## config.mk

```make
export PLATFORM = sky130hd
export DESIGN_NAME = nand_seq
export DESIGN_NICKNAME = d
export VERILOG_FILES = /design/src/rtl/nand_seq_pkg.sv /design/src/rtl/nand_addr_gen.sv /design/src/rtl/nand_wait_timer.sv /design/src/rtl/nand_seq.sv
export SDC_FILE = /design/constraint.sdc
export NUM_CORES = 1
export LEC_CHECK = 0
export ABC_AREA = 0
export ABC_CLOCK_PERIOD_IN_PS = 4450
export BUFFER_PORTS_ARGS = -buffer_cell sky130_fd_sc_hd__buf_2
export CORE_MARGIN = 1
export CORE_UTILIZATION = 35
export DETAILED_ROUTE_END_ITERATION = 12
export GPL_TIMING_DRIVEN = 0
export PLACE_DENSITY = 0.57
export SYNTH_ARGS = -nofsm -noshare
export SYNTH_HDL_FRONTEND = slang
export SYNTH_SLANG_ARGS = --single-unit
```

## constraint.sdc

```tcl
create_clock -name clk_i -period 4.45 [get_ports clk_i]
set_clock_uncertainty 0.15 [all_clocks]
set_input_delay 0.2225 -clock clk_i [delete_from_list [all_inputs] [get_ports clk_i]]
set_output_delay 0.2225 -clock clk_i [all_outputs]
set_load 0.01 [all_outputs]
```

## src/rtl/nand_seq_pkg.sv

```systemverilog
package nand_seq_pkg;

  typedef enum logic [1:0] {
    OP_READ  = 2'd0,
    OP_PROG  = 2'd1,
    OP_ERASE = 2'd2
  } nand_op_e;

  typedef enum logic [3:0] {
    S_IDLE,
    S_CMD1,
    S_ADDR,
    S_DWR,
    S_CMD2,
    S_WAIT,
    S_PCMD,
    S_POLL,
    S_SCMD,
    S_SRD,
    S_DRD
  } seq_state_e;

  localparam logic [7:0] CMD_RD       = 8'h00;
  localparam logic [7:0] CMD_RD_SPARE = 8'h50;
  localparam logic [7:0] CMD_RD_GO    = 8'h30;
  localparam logic [7:0] CMD_LOAD     = 8'h80;
  localparam logic [7:0] CMD_PROG     = 8'h10;
  localparam logic [7:0] CMD_ERS_SET  = 8'h60;
  localparam logic [7:0] CMD_ERS_GO   = 8'hD0;
  localparam logic [7:0] CMD_STAT     = 8'h70;

  localparam int STAT_FAIL_BIT = 0;
  localparam int STAT_RDY_BIT  = 6;

endpackage

```

## src/rtl/nand_addr_gen.sv

```systemverilog
module nand_addr_gen #(
  parameter int ROW_W = 32
) (
  input  logic [ROW_W-1:0] page_i,
  input  logic             large_i,
  input  logic [2:0]       cycles_i,
  input  logic             spare_col_i,
  input  logic             row_only_i,
  input  logic [2:0]       idx_i,
  output logic [7:0]       byte_o,
  output logic             last_o
);

  logic [2:0] n_col, n_row, n_tot, row_k;
  logic [ROW_W-1:0] shifted;

  always_comb begin
    n_col = row_only_i ? 3'd0 : (large_i ? 3'd2 : 3'd1);
    if (large_i)
      n_row = 3'd2 + {2'b0, cycles_i >= 3'd5};
    else
      n_row = 3'd2 + {2'b0, cycles_i >= 3'd4} + {2'b0, cycles_i >= 3'd5};
    n_tot   = n_col + n_row;
    row_k   = idx_i - n_col;
    shifted = page_i >> {row_k, 3'b000};
    if (idx_i < n_col)
      byte_o = (large_i && idx_i == 3'd1 && spare_col_i) ? 8'h08 : 8'h00;
    else
      byte_o = shifted[7:0];
    last_o = (idx_i == n_tot - 3'd1);
  end

endmodule

```

## src/rtl/nand_wait_timer.sv

```systemverilog
module nand_wait_timer #(
  parameter int TICK_DIV    = 50000,
  parameter int PAGE_UNITS  = 100,
  parameter int ERASE_UNITS = 1000
) (
  input  logic clk_i,
  input  logic rst_ni,
  input  logic run_i,
  input  logic long_i,
  output logic expire_o
);

  localparam int PAGE_LIM  = PAGE_UNITS * TICK_DIV;
  localparam int ERASE_LIM = ERASE_UNITS * TICK_DIV;
  localparam int MAX_LIM   = (ERASE_LIM > PAGE_LIM) ? ERASE_LIM : PAGE_LIM;
  localparam int CNT_W     = $clog2(MAX_LIM + 1);

  logic [CNT_W-1:0] cnt_q, lim;

  assign lim      = long_i ? CNT_W'(ERASE_LIM) : CNT_W'(PAGE_LIM);
  assign expire_o = run_i && (cnt_q == lim - CNT_W'(1));

  always_ff @(posedge clk_i or negedge rst_ni) begin
    if (!rst_ni)      cnt_q <= '0;
    else if (!run_i)  cnt_q <= '0;
    else              cnt_q <= cnt_q + CNT_W'(1);
  end


  cnt_in_range_chk: assert property (@(posedge clk_i) disable iff (!rst_ni)
    run_i |-> (cnt_q < lim));

endmodule

```

## src/rtl/nand_seq.sv

```systemverilog
module nand_seq
  import nand_seq_pkg::*;
#(
  parameter int ROW_W       = 32,
  parameter int SMALL_PAGE  = 512,
  parameter int LARGE_PAGE  = 2048,
  parameter int SMALL_SPARE = 16,
  parameter int LARGE_SPARE = 64,
  parameter int TICK_DIV    = 50000,
  parameter int PAGE_UNITS  = 100,
  parameter int ERASE_UNITS = 1000
) (
  input  logic             clk_i,
  input  logic             rst_ni,
  input  logic             req_valid_i,
  input  logic [1:0]       req_op_i,
  input  logic [ROW_W-1:0] req_page_i,
  input  logic             req_oob_i,
  input  logic             large_page_i,
  input  logic [2:0]       addr_cycles_i,
  input  logic             poll_status_i,
  output logic             busy_o,
  output logic             cmd_we_o,
  output logic             addr_we_o,
  output logic             data_we_o,
  output logic             data_re_o,
  output logic [7:0]       bus_byte_o,
  input  logic [7:0]       dev_data_i,
  input  logic             dev_ready_i,
  input  logic [7:0]       wr_data_i,
  input  logic             wr_valid_i,
  output logic             wr_ready_o,
  output logic [7:0]       rd_data_o,
  output logic             rd_valid_o,
  input  logic             rd_ready_i,
  output logic             done_o,
  output logic             fail_o,
  output logic             timeout_o
);

  localparam int LEN_W = $clog2(LARGE_PAGE + 1);

  seq_state_e       st_q, st_d;
  nand_op_e         op_q;
  logic [ROW_W-1:0] page_q;
  logic             oob_q, large_q, poll_q;
  logic [2:0]       cyc_q, idx_q;
  logic [LEN_W-1:0] cnt_q, len;
  logic [7:0]       addr_byte, cmd1, cmd2;
  logic             addr_last, expire, run_wait;
  logic             fin_done, fin_fail, fin_tmo;

  nand_addr_gen #(.ROW_W(ROW_W)) i_addr (
    .page_i      (page_q),
    .large_i     (large_q),
    .cycles_i    (cyc_q),
    .spare_col_i (oob_q && op_q == OP_READ),
    .row_only_i  (op_q == OP_ERASE),
    .idx_i       (idx_q),
    .byte_o      (addr_byte),
    .last_o      (addr_last)
  );

  assign run_wait = (st_q == S_WAIT) || (st_q == S_PCMD) || (st_q == S_POLL);

  nand_wait_timer #(
    .TICK_DIV    (TICK_DIV),
    .PAGE_UNITS  (PAGE_UNITS),
    .ERASE_UNITS (ERASE_UNITS)
  ) i_timer (
    .clk_i    (clk_i),
    .rst_ni   (rst_ni),
    .run_i    (run_wait),
    .long_i   (op_q == OP_ERASE),
    .expire_o (expire)
  );

  // transfer length and command bytes for the latched request
  always_comb begin
    if (op_q == OP_READ && oob_q)
      len = large_q ? LEN_W'(LARGE_SPARE) : LEN_W'(SMALL_SPARE);
    else
      len = large_q ? LEN_W'(LARGE_PAGE) : LEN_W'(SMALL_PAGE);
    case (op_q)
      OP_PROG:  begin cmd1 = CMD_LOAD;    cmd2 = CMD_PROG;   end
      OP_ERASE: begin cmd1 = CMD_ERS_SET; cmd2 = CMD_ERS_GO; end
      default:  begin
        cmd1 = (!large_q && oob_q) ? CMD_RD_SPARE : CMD_RD;
        cmd2 = CMD_RD_GO;
      end
    endcase
  end

  // bus outputs
  always_comb begin
    cmd_we_o   = 1'b0;
    addr_we_o  = 1'b0;
    bus_byte_o = 8'h00;
    case (st_q)
      S_CMD1: begin cmd_we_o = 1'b1; bus_byte_o = cmd1; end
      S_ADDR: begin addr_we_o = 1'b1; bus_byte_o = addr_byte; end
      S_DWR:  bus_byte_o = wr_data_i;
      S_CMD2: begin cmd_we_o = 1'b1; bus_byte_o = cmd2; end
      S_PCMD, S_SCMD: begin cmd_we_o = 1'b1; bus_byte_o = CMD_STAT; end
      default: ;
    endcase
  end

  assign busy_o     = (st_q != S_IDLE);
  assign wr_ready_o = (st_q == S_DWR);
  assign data_we_o  = wr_ready_o && wr_valid_i;
  assign rd_valid_o = (st_q == S_DRD);
  assign rd_data_o  = dev_data_i;
  assign data_re_o  = (rd_valid_o && rd_ready_i) || (st_q == S_POLL) || (st_q == S_SRD);

  // next state
  always_comb begin
    st_d     = st_q;
    fin_done = 1'b0;
    fin_fail = 1'b0;
    fin_tmo  = 1'b0;
    case (st_q)
      S_IDLE: if (req_valid_i) st_d = S_CMD1;
      S_CMD1: st_d = S_ADDR;
      S_ADDR: if (addr_last) begin
        case (op_q)
          OP_PROG:  st_d = S_DWR;
          OP_ERASE: st_d = S_CMD2;
          default:  st_d = large_q ? S_CMD2 : S_WAIT;
        endcase
      end
      S_DWR:  if (wr_valid_i && cnt_q == len - LEN_W'(1)) st_d = S_CMD2;
      S_CMD2: st_d = (op_q != OP_READ && poll_q) ? S_PCMD : S_WAIT;
      S_WAIT: begin
        if (dev_ready_i)  st_d = (op_q == OP_READ) ? S_DRD : S_SCMD;
        else if (expire) begin st_d = S_IDLE; fin_tmo = 1'b1; end
      end
      S_PCMD: st_d = S_POLL;
      S_POLL: begin
        if (dev_data_i[STAT_RDY_BIT]) st_d = S_SCMD;
        else if (expire) begin st_d = S_IDLE; fin_tmo = 1'b1; end
      end
      S_SCMD: st_d = S_SRD;
      S_SRD: begin
        st_d     = S_IDLE;
        fin_fail = dev_data_i[STAT_FAIL_BIT];
        fin_done = !dev_data_i[STAT_FAIL_BIT];
      end
      S_DRD: if (rd_ready_i && cnt_q == len - LEN_W'(1)) begin
        st_d     = S_IDLE;
        fin_done = 1'b1;
      end
      default: st_d = S_IDLE;
    endcase
  end

  always_ff @(posedge clk_i or negedge rst_ni) begin
    if (!rst_ni) begin
      st_q      <= S_IDLE;
      op_q      <= OP_READ;
      page_q    <= '0;
      oob_q     <= 1'b0;
      large_q   <= 1'b0;
      poll_q    <= 1'b0;
      cyc_q     <= 3'd3;
      idx_q     <= '0;
      cnt_q     <= '0;
      done_o    <= 1'b0;
      fail_o    <= 1'b0;
      timeout_o <= 1'b0;
    end else begin
      st_q      <= st_d;
      done_o    <= fin_done;
      fail_o    <= fin_fail;
      timeout_o <= fin_tmo;
      if (st_q == S_IDLE && req_valid_i) begin
        op_q    <= nand_op_e'(req_op_i);
        page_q  <= req_page_i;
        oob_q   <= req_oob_i;
        large_q <= large_page_i;
        poll_q  <= poll_status_i;
        cyc_q   <= addr_cycles_i;
        idx_q   <= '0;
        cnt_q   <= '0;
      end
      if (st_q == S_ADDR) idx_q <= idx_q + 3'd1;
      if ((st_q == S_DWR && wr_valid_i) || (st_q == S_DRD && rd_ready_i))
        cnt_q <= (st_d != st_q) ? '0 : cnt_q + LEN_W'(1);
    end
  end


  outcome_onehot_chk: assert property (@(posedge clk_i) disable iff (!rst_ni)
    $onehot0({done_o, fail_o, timeout_o}));


  outcome_idle_chk: assert property (@(posedge clk_i) disable iff (!rst_ni)
    (done_o || fail_o || timeout_o) |-> !busy_o);


  req_hold_chk: assert property (@(posedge clk_i) disable iff (!rst_ni)
    (busy_o && req_valid_i) |=> ($stable(op_q) && $stable(page_q)));


  strobe_excl_chk: assert property (@(posedge clk_i) disable iff (!rst_ni)
    $onehot0({cmd_we_o, addr_we_o, data_we_o, data_re_o}));


  addr_run_chk: assert property (@(posedge clk_i) disable iff (!rst_ni)
    (addr_we_o && !addr_last) |=> addr_we_o);

endmodule

```

# ---- Word-level counts from Yosys, hierarchy flattened
# Cells that the tools add are included.
dict set report op_classes {
  n_shift 1
  order_cmp 3
  n_mux 40
  eq_ne 17
  add_sub_neg 11
  n_reduce_logical 26
}
# op n
set op_table {}
lappend op_table {{12-bit two-way mux} 5}
lappend op_table {{26-bit two-way mux} 2}
lappend op_table {{4-bit one-hot mux with 10 select lines} 1}
lappend op_table {{8-bit one-hot mux with 5 select lines} 1}
lappend op_table {{4-bit two-way mux} 8}
lappend op_table {{8-bit one-hot mux with 2 select lines} 2}
lappend op_table {{32-bit by 6-bit >> shifter with 8-bit output} 1}
lappend op_table {{26-bit by 1-bit adder with 26-bit output (second input constant)} 1}
lappend op_table {{26-bit == test} 1}
lappend op_table {{26-bit by 1-bit subtractor with 26-bit output (second input constant)} 1}
lappend op_table {{4-bit by 3-bit == test with 1-bit output (second input constant)} 4}
lappend op_table {{7-bit two-way mux} 2}
lappend op_table {{12-bit by 1-bit adder with 12-bit output (second input constant)} 1}
lappend op_table {{12-bit == test} 1}
lappend op_table {{4-bit == test (second input constant)} 3}
lappend op_table {{3-bit two-way mux} 4}
lappend op_table {{12-bit by 1-bit subtractor with 12-bit output (second input constant)} 1}
lappend op_table {{1-bit logical AND} 11}
lappend op_table {{4-bit by 2-bit == test with 1-bit output (second input constant)} 2}
lappend op_table {{1-bit two-way mux} 8}
lappend op_table {{8-bit two-way mux} 1}
lappend op_table {{2-bit by 1-bit adder with 3-bit output (first input constant)} 2}
lappend op_table {{3-bit greater-or-equal comparator (second input constant)} 2}
lappend op_table {{2-bit two-way mux} 3}
lappend op_table {{22 further kinds} 30}
dict set report word_totals {
  reg_bits 88
  elab_cells 111
}

# ---- Logic depth before layout (Yosys ltp)
dict set report logic_depth {
  ltp_word 12
  ltp_mapped 14
  ltp_nobuf 13
}

# ---- Hierarchy
# A second synthesis with hierarchy kept.
dict set report hier_totals {
  cells_unflattened 583
  hier_area_um2 5147.4
}
# mod seq_area_each_um2 n_inst area_each_um2 cells_each
set by_module_without_submodules {}
lappend by_module_without_submodules {nand_seq 1554.0 1 3266.9 389}
lappend by_module_without_submodules {nand_wait_timer 650.6 1 1407.6 147}
lappend by_module_without_submodules {nand_addr_gen 0.0 1 473.0 47}

# ---- Least setup slack after synthesis
# Ideal clock, no wire load.
dict set report synth_timing {
  kind {register to register}
  start {register op_q[0]}
  end {register cnt_q[10]}
  arrival_ps 2902
  synth_period_minus_slack_ps 3156
  path_buffers 1
  required_time_ps 4196
  setup_slack_ps 1294
  setup_ps 104
  path_stages_with_launch 13
  cell_sequence {dfrtp_1 inv_1 ha_1 nand3b_1 ha_1 or3_1 a2111oi_0 and3_1 a211o_1 nand3_2 xnor2_2 buf_6 o41ai_2}
}
dict set report synth_between {
  elab_chain_len 11
  word_cells_on_any_way 32
}
# element line_no
set synth_rtl {}
lappend synth_rtl {{start, declared} nand_seq.sv:44} ;# nand_op_e op_q;
lappend synth_rtl {{start signal, assigned} nand_seq.sv:177} ;# op_q <= nand_op_e'(req_op_i);
lappend synth_rtl {{2-bit == test or 2-bit zero test (tied branches)} -}
lappend synth_rtl {{26-bit two-way mux or 1-bit logical AND (tied branches)} {nand_wait_timer.sv:20, nand_seq.sv:80}}
lappend synth_rtl {{26-bit by 1-bit subtractor with 26-bit output or 12-bit two-way mux (tied branches)} {nand_wait_timer.sv:21, nand_seq.sv:80}}
lappend synth_rtl {{26-bit == test or 12-bit by 1-bit subtractor with 12-bit output (tied branches)} {nand_wait_timer.sv:21, nand_seq.sv:132, nand_seq.sv:149}}
lappend synth_rtl {{1-bit logical AND or 12-bit == test (tied branches)} {nand_wait_timer.sv:21, nand_seq.sv:132, nand_seq.sv:149}}
lappend synth_rtl {{4-bit two-way mux (tied with other cells)} {nand_seq.sv:136, nand_seq.sv:141}}
lappend synth_rtl {{4-bit two-way mux, on equally long branches} -}
lappend synth_rtl {{4-bit one-hot mux with 10 select lines (*)} nand_seq.sv:122} ;# case (st_q)
lappend synth_rtl {{net st_d[1]} nand_seq.sv:43} ;# seq_state_e st_q, st_d;
lappend synth_rtl {{4-bit != test (*)} nand_seq.sv:188} ;# cnt_q <= (st_d != st_q) ? '0 : cnt_q + LEN_W'(1);
lappend synth_rtl {{12-bit two-way mux (*)} nand_seq.sv:188}
lappend synth_rtl {{12-bit two-way mux (*)} nand_seq.sv:187} ;# if ((st_q == S_DWR && wr_valid_i) || (st_q == S_DRD && rd_ready_i))
lappend synth_rtl {{end signal, assigned} nand_seq.sv:188}
lappend synth_rtl {{end, declared} nand_seq.sv:48} ;# logic [LEN_W-1:0] cnt_q, len;
# The timed path passes the listed nets; every way through them passes the cells marked *.
# A chain may end at the register's enable or synchronous reset.

# ---- Final worst setup path
dict set report layout_timing {
  start {register op_q[0]}
  end {output bus_byte_o[6]}
}
dict set report layout_between {
  elab_chain_len 6
  word_cells_on_any_way 10
}
# element line_no
set layout_rtl {}
lappend layout_rtl {{2-bit == test} {nand_seq.sv:58, nand_seq.sv:84}}
lappend layout_rtl {{3-bit two-way mux} nand_addr_gen.sv:18} ;# n_col = row_only_i ? 3'd0 : (large_i ? 3'd2 : 3'd1);
lappend layout_rtl {{3-bit subtractor} nand_addr_gen.sv:24} ;# row_k = idx_i - n_col;
lappend layout_rtl {{32-bit by 6-bit >> shifter with 8-bit output} nand_addr_gen.sv:25} ;# shifted = page_i >> {row_k, 3'b000};
lappend layout_rtl {{8-bit two-way mux} nand_addr_gen.sv:26} ;# if (idx_i < n_col)
lappend layout_rtl {{8-bit one-hot mux with 5 select lines (*)} nand_seq.sv:99} ;# case (st_q)
lappend layout_rtl {{end, declared} nand_seq.sv:27} ;# output logic [7:0] bus_byte_o,
# Every way passes the cells marked *; elsewhere a longest branch is shown, timed or not.

==> results.txt <==
The tools report the reg-to-reg critical path endpoint as cnt_q[6]$_DFFE_PN0P_. Synthesis inferred 88 register bits. For the overall routed net length, the log shows 12.3 mm.

Setup repair after global routing left no endpoint under its margin. The commonest cells after synthesis are sky130_fd_sc_hd__dfrtp_1, sky130_fd_sc_hd__nor2_1, sky130_fd_sc_hd__mux2_2, sky130_fd_sc_hd__nand2_1, sky130_fd_sc_hd__xor2_1. The number of placed instances, taps included, is 731.

TritonCTS built the clock tree. After synthesis the cells add up to 0.00500 mm2. The peak clock frequency supported by timing was 268 MHz; the share of the clock period used by the worst path after layout was 83.8%.

For the worst setup path, the data required time is 4.08 ns. The number of global-route vias before repair came out at 3946. The clock-pin slew of the registers on the worst-case setup and hold paths works out to 0.06 ns. Across all setup checks in the final design, the least slack found is 0.722 ns. The insertion delay to the later sink of the worst-skew pair came out at 0.34 ns. The clock net in this run drives a total of 88 sinks.

The final-report hold violation count was 0. In the post-synthesis netlist, the cell with the most instances is sky130_fd_sc_hd__dfrtp_1. The total non-filler cell area in the finished layout was 0.00643 mm2; the number of iterations in the first detailed-routing pass was 4.

Dividing the detail-routed via count by the number of cells gives 5.06. The boundary pin count is 88. The total power density per cell area came out at 289 mW/mm2. After synthesis, the netlist uses 60 different library cells. In this run the mean area of a mapped cell was 10.7 um2.

Before CTS, the worst setup slack after placement is 0.805 ns. The via count came out at 3990. The tools report the kind of end point of the critical path as an output pin. The share of the Yosys chip area taken by registers is 44.1%.

The worst hold path terminates at done_o$_DFF_PN0_. The tools report the final antenna-violating net count as 0. The number of post-CTS setup repair buffers is 0, and the HPWL after detailed placement is 9.00 mm. Setup violations remaining at the end of the flow were counted as 0. Root buffer selected by CTS: sky130_fd_sc_hd__clkbuf_16. The run gives 0 as the number of max-slew violations in the final report. For the buffer depth of the longest clock path, the log shows 2. The time the worst path needs with I/O delays and setup works out to 3.73 ns.

In this run the most critical hold path is launched from rd_ready_i. For the global-route wire length before repair, the log shows 20.0 mm. The detailed router finished its first iteration with 168 violations.

The min-delay analysis places its worst path in the category in2reg. At the end of the flow, the number of nets in the layout was 681. In this run the vertical extent of the chip is 122 um. STA puts the critical path data arrival time at 3.36 ns.

The highest layer touched by signal routing is met5. In the routed design, unresolved DRC markers number 0. Entering global routing, the biggest net connects 47 pins. For the final routed database, the setup TNS stands at 0 ns.

The die covers 0.0148 mm2. The Yosys step of the flow raised 0 warnings. The run gives 0.221 mV as the maximum VDD drop.

Routability-driven placement finished with a final weighted congestion of 0.791. At the pin with the least slew margin, the transition time is 1.05 ns. The worst register-to-register path has a depth of 12. Detailed routing placed a total of 885 um of wire on met3. The most used flip-flop cell after synthesis is sky130_fd_sc_hd__dfrtp_1.

Static leakage: 0.00302 uW. By startpoint and endpoint, the worst setup path is classified as reg2out. From synthesis to final layout, the design area changed by 28.6%. STA classifies the critical path startpoint as a flop.

For the H-tree level count, the log shows 3. The total overflow left after global routing is 0. 0 antenna diodes ended up in the layout. Counting flops with a built-in enable in the synthesized netlist gives 0. The tools report the number of buffers added by the clock tree synthesis step as 9.

Detail-routed net length per standard cell: 15.6 um. The share of async-settable or async-resettable flops after synthesis works out to 100%. The post-route netlist has 29.1% of its cells at a drive strength greater than 1. The initial core utilization was 35.9%. The routed length on met1 is 5.57 mm.

In this run the standard cell core region covers 0.0139 mm2. The total global routing track utilization is 17.6%, and the initial antenna violation count is 1. The row count came out at 43. The routed wire length on met2 is 5.67 mm.

After technology mapping, the gate count stands at 469. The run finished with clean final reports. The tools report the placed instance area as 0.00566 mm2. Of all cell types, the one taking the most synthesized area is sky130_fd_sc_hd__dfrtp_1.

The worst hold slack was 0.0427 ns; the die outline width was 122 um. The worst register-to-register path begins at op_q[1]$_DFFE_PN0P_. The share of the synthesized area in the top cell type was 43.0%; the worst reg-to-reg setup slack was 0.75 ns.

The number of I/O port buffers is 81, and the number of nets in the synthesized netlist is 546. The tool flagged a number of max-cap violations equal to 0. Along the worst hold path, the cell count comes to 3.

The run gives 29.2% as the worst slew margin relative to its limit. The maximum net fanout on the critical path is 8. In the post-synthesis netlist, the biggest area contributors are sky130_fd_sc_hd__dfrtp_1, sky130_fd_sc_hd__mux2_2, sky130_fd_sc_hd__xor2_1, sky130_fd_sc_hd__mux4_2, sky130_fd_sc_hd__nor2_1. Excluding fillers, the count of instances in the completed layout stands at 789.
==> critical path, stage by stage, from the launching register on <==
cell and delay (ns):
sky130_fd_sc_hd__dfrtp_1 0.40, sky130_fd_sc_hd__inv_1 0.08, sky130_fd_sc_hd__ha_1 0.30, sky130_fd_sc_hd__nor2_1 0.20, sky130_fd_sc_hd__ha_1 0.17, sky130_fd_sc_hd__inv_1 0.06, sky130_fd_sc_hd__fa_1 0.37, sky130_fd_sc_hd__xnor2_1 0.13
sky130_fd_sc_hd__nor3_1 0.84, sky130_fd_sc_hd__nand2_1 0.13, sky130_fd_sc_hd__o221ai_1 0.13, sky130_fd_sc_hd__buf_2 0.19
==> through the flow <==
stage / total power, uW / util, %
3_3_place_gp: 957 / 40.4
2_1_floorplan: 902 / -
5_1_grt: 1920 / 46.1
6_report: 1860 / 46.1
4_1_cts: 1870 / 46.1
3_5_place_dp: 964 / 40.6
==> state kept, by name (all words and copies together) (netlist names) <==
name / count
idx_q: 3
cyc_q: 3
large_q: 1
op_q: 2
i_timer.cnt_q: 26
fail_o: 1
done_o: 1
timeout_o: 1
page_q: 32
st_q: 4
poll_q: 1
oob_q: 1
cnt_q: 12
==> routing by layer <==
layer	up-vias	GRT usage, %
met5	-	0
met4	2	5.32
met3	10	5.69
met2	115	27.7
met1	1933	23.1
li1	1930	-
==> power by group <==
group | switching (uW) | leakage (uW) | internal, uW
Sequential | 22.0 | 0.00120 | 817
Clock | 316 | 0.000170 | 564
Combinational | 58.0 | 0.00166 | 79.1
==> final cells by class <==
| cell class | instances | area [um2] |
|---|---|---|
| buffer | 31 | 165 |
| clock buffer | 11 | 243 |
| clock inverter | 5 | 104 |
| fill | 1271 | 7510 |
| inverter | 14 | 52.6 |
| multi-input combinational | 336 | 2580 |
| sequential | 88 | 2200 |
| tap | 180 | 225 |
| timing repair buffer | 124 | 856 |
==> cell usage in the layout (no fill, tap or decap), drive strengths merged, types with 3 or more instances in the layout <==
| master | count |
|---|---|
| a211oi | 3 |
| a21oi | 12 |
| a22o | 3 |
| and2 | 4 |
| and3 | 11 |
| buf | 97 |
| bufinv | 3 |
| clkbuf | 27 |
| dfrtp | 86 |
| dlygate4sd3 | 42 |
| ha | 13 |
| inv | 14 |
| mux2 | 40 |
| mux2i | 4 |
| mux4 | 8 |
| nand2 | 40 |
| nand2b | 7 |
| nand3 | 25 |
| nand3b | 5 |
| nand4 | 9 |
| nor2 | 44 |
| nor2b | 4 |
| nor3 | 6 |
| o21ai | 12 |
| o41ai | 11 |
| or3 | 3 |
| or4b | 4 |
| xnor2 | 12 |
| xor2 | 26 |
==> cells by family after synthesis <==
kind of cell	after synthesis	share of synthesized area, %
and+or+nand+nor	171	17.2
DFF	88	44.1
AOI/OAI and AO/OA	60	10.0
muxes	52	13.4
buffers and inverters	45	4.35
xor gates and xnor gates	38	6.81
adders and majority gates	15	4.05
==> how the worst max path moves through the flow <==
| stage | from | to |
|---|---|---|
| floorplan | op_q[0]$_DFFE_PN0P_ | cnt_q[10]$_DFFE_PN0P_ |
| global placement | op_q[1]$_DFFE_PN0P_ | cnt_q[10]$_DFFE_PN0P_ |
| detailed placement | op_q[1]$_DFFE_PN0P_ | cnt_q[9]$_DFFE_PN0P_ |
| CTS | op_q[0]$_DFFE_PN0P_ | bus_byte_o[5] |
| global route | op_q[0]$_DFFE_PN0P_ | bus_byte_o[6] |
| finish | op_q[0]$_DFFE_PN0P_ | bus_byte_o[6] |
==> repair_timing <==
item	4_1_cts	5_1_grt
hold endpoints to repair	83	0
endpoints found under the setup margin	0	0
hold buffers	42	0
resized for setup	0	0
Note: power is estimated with default switching activity, not from simulation.
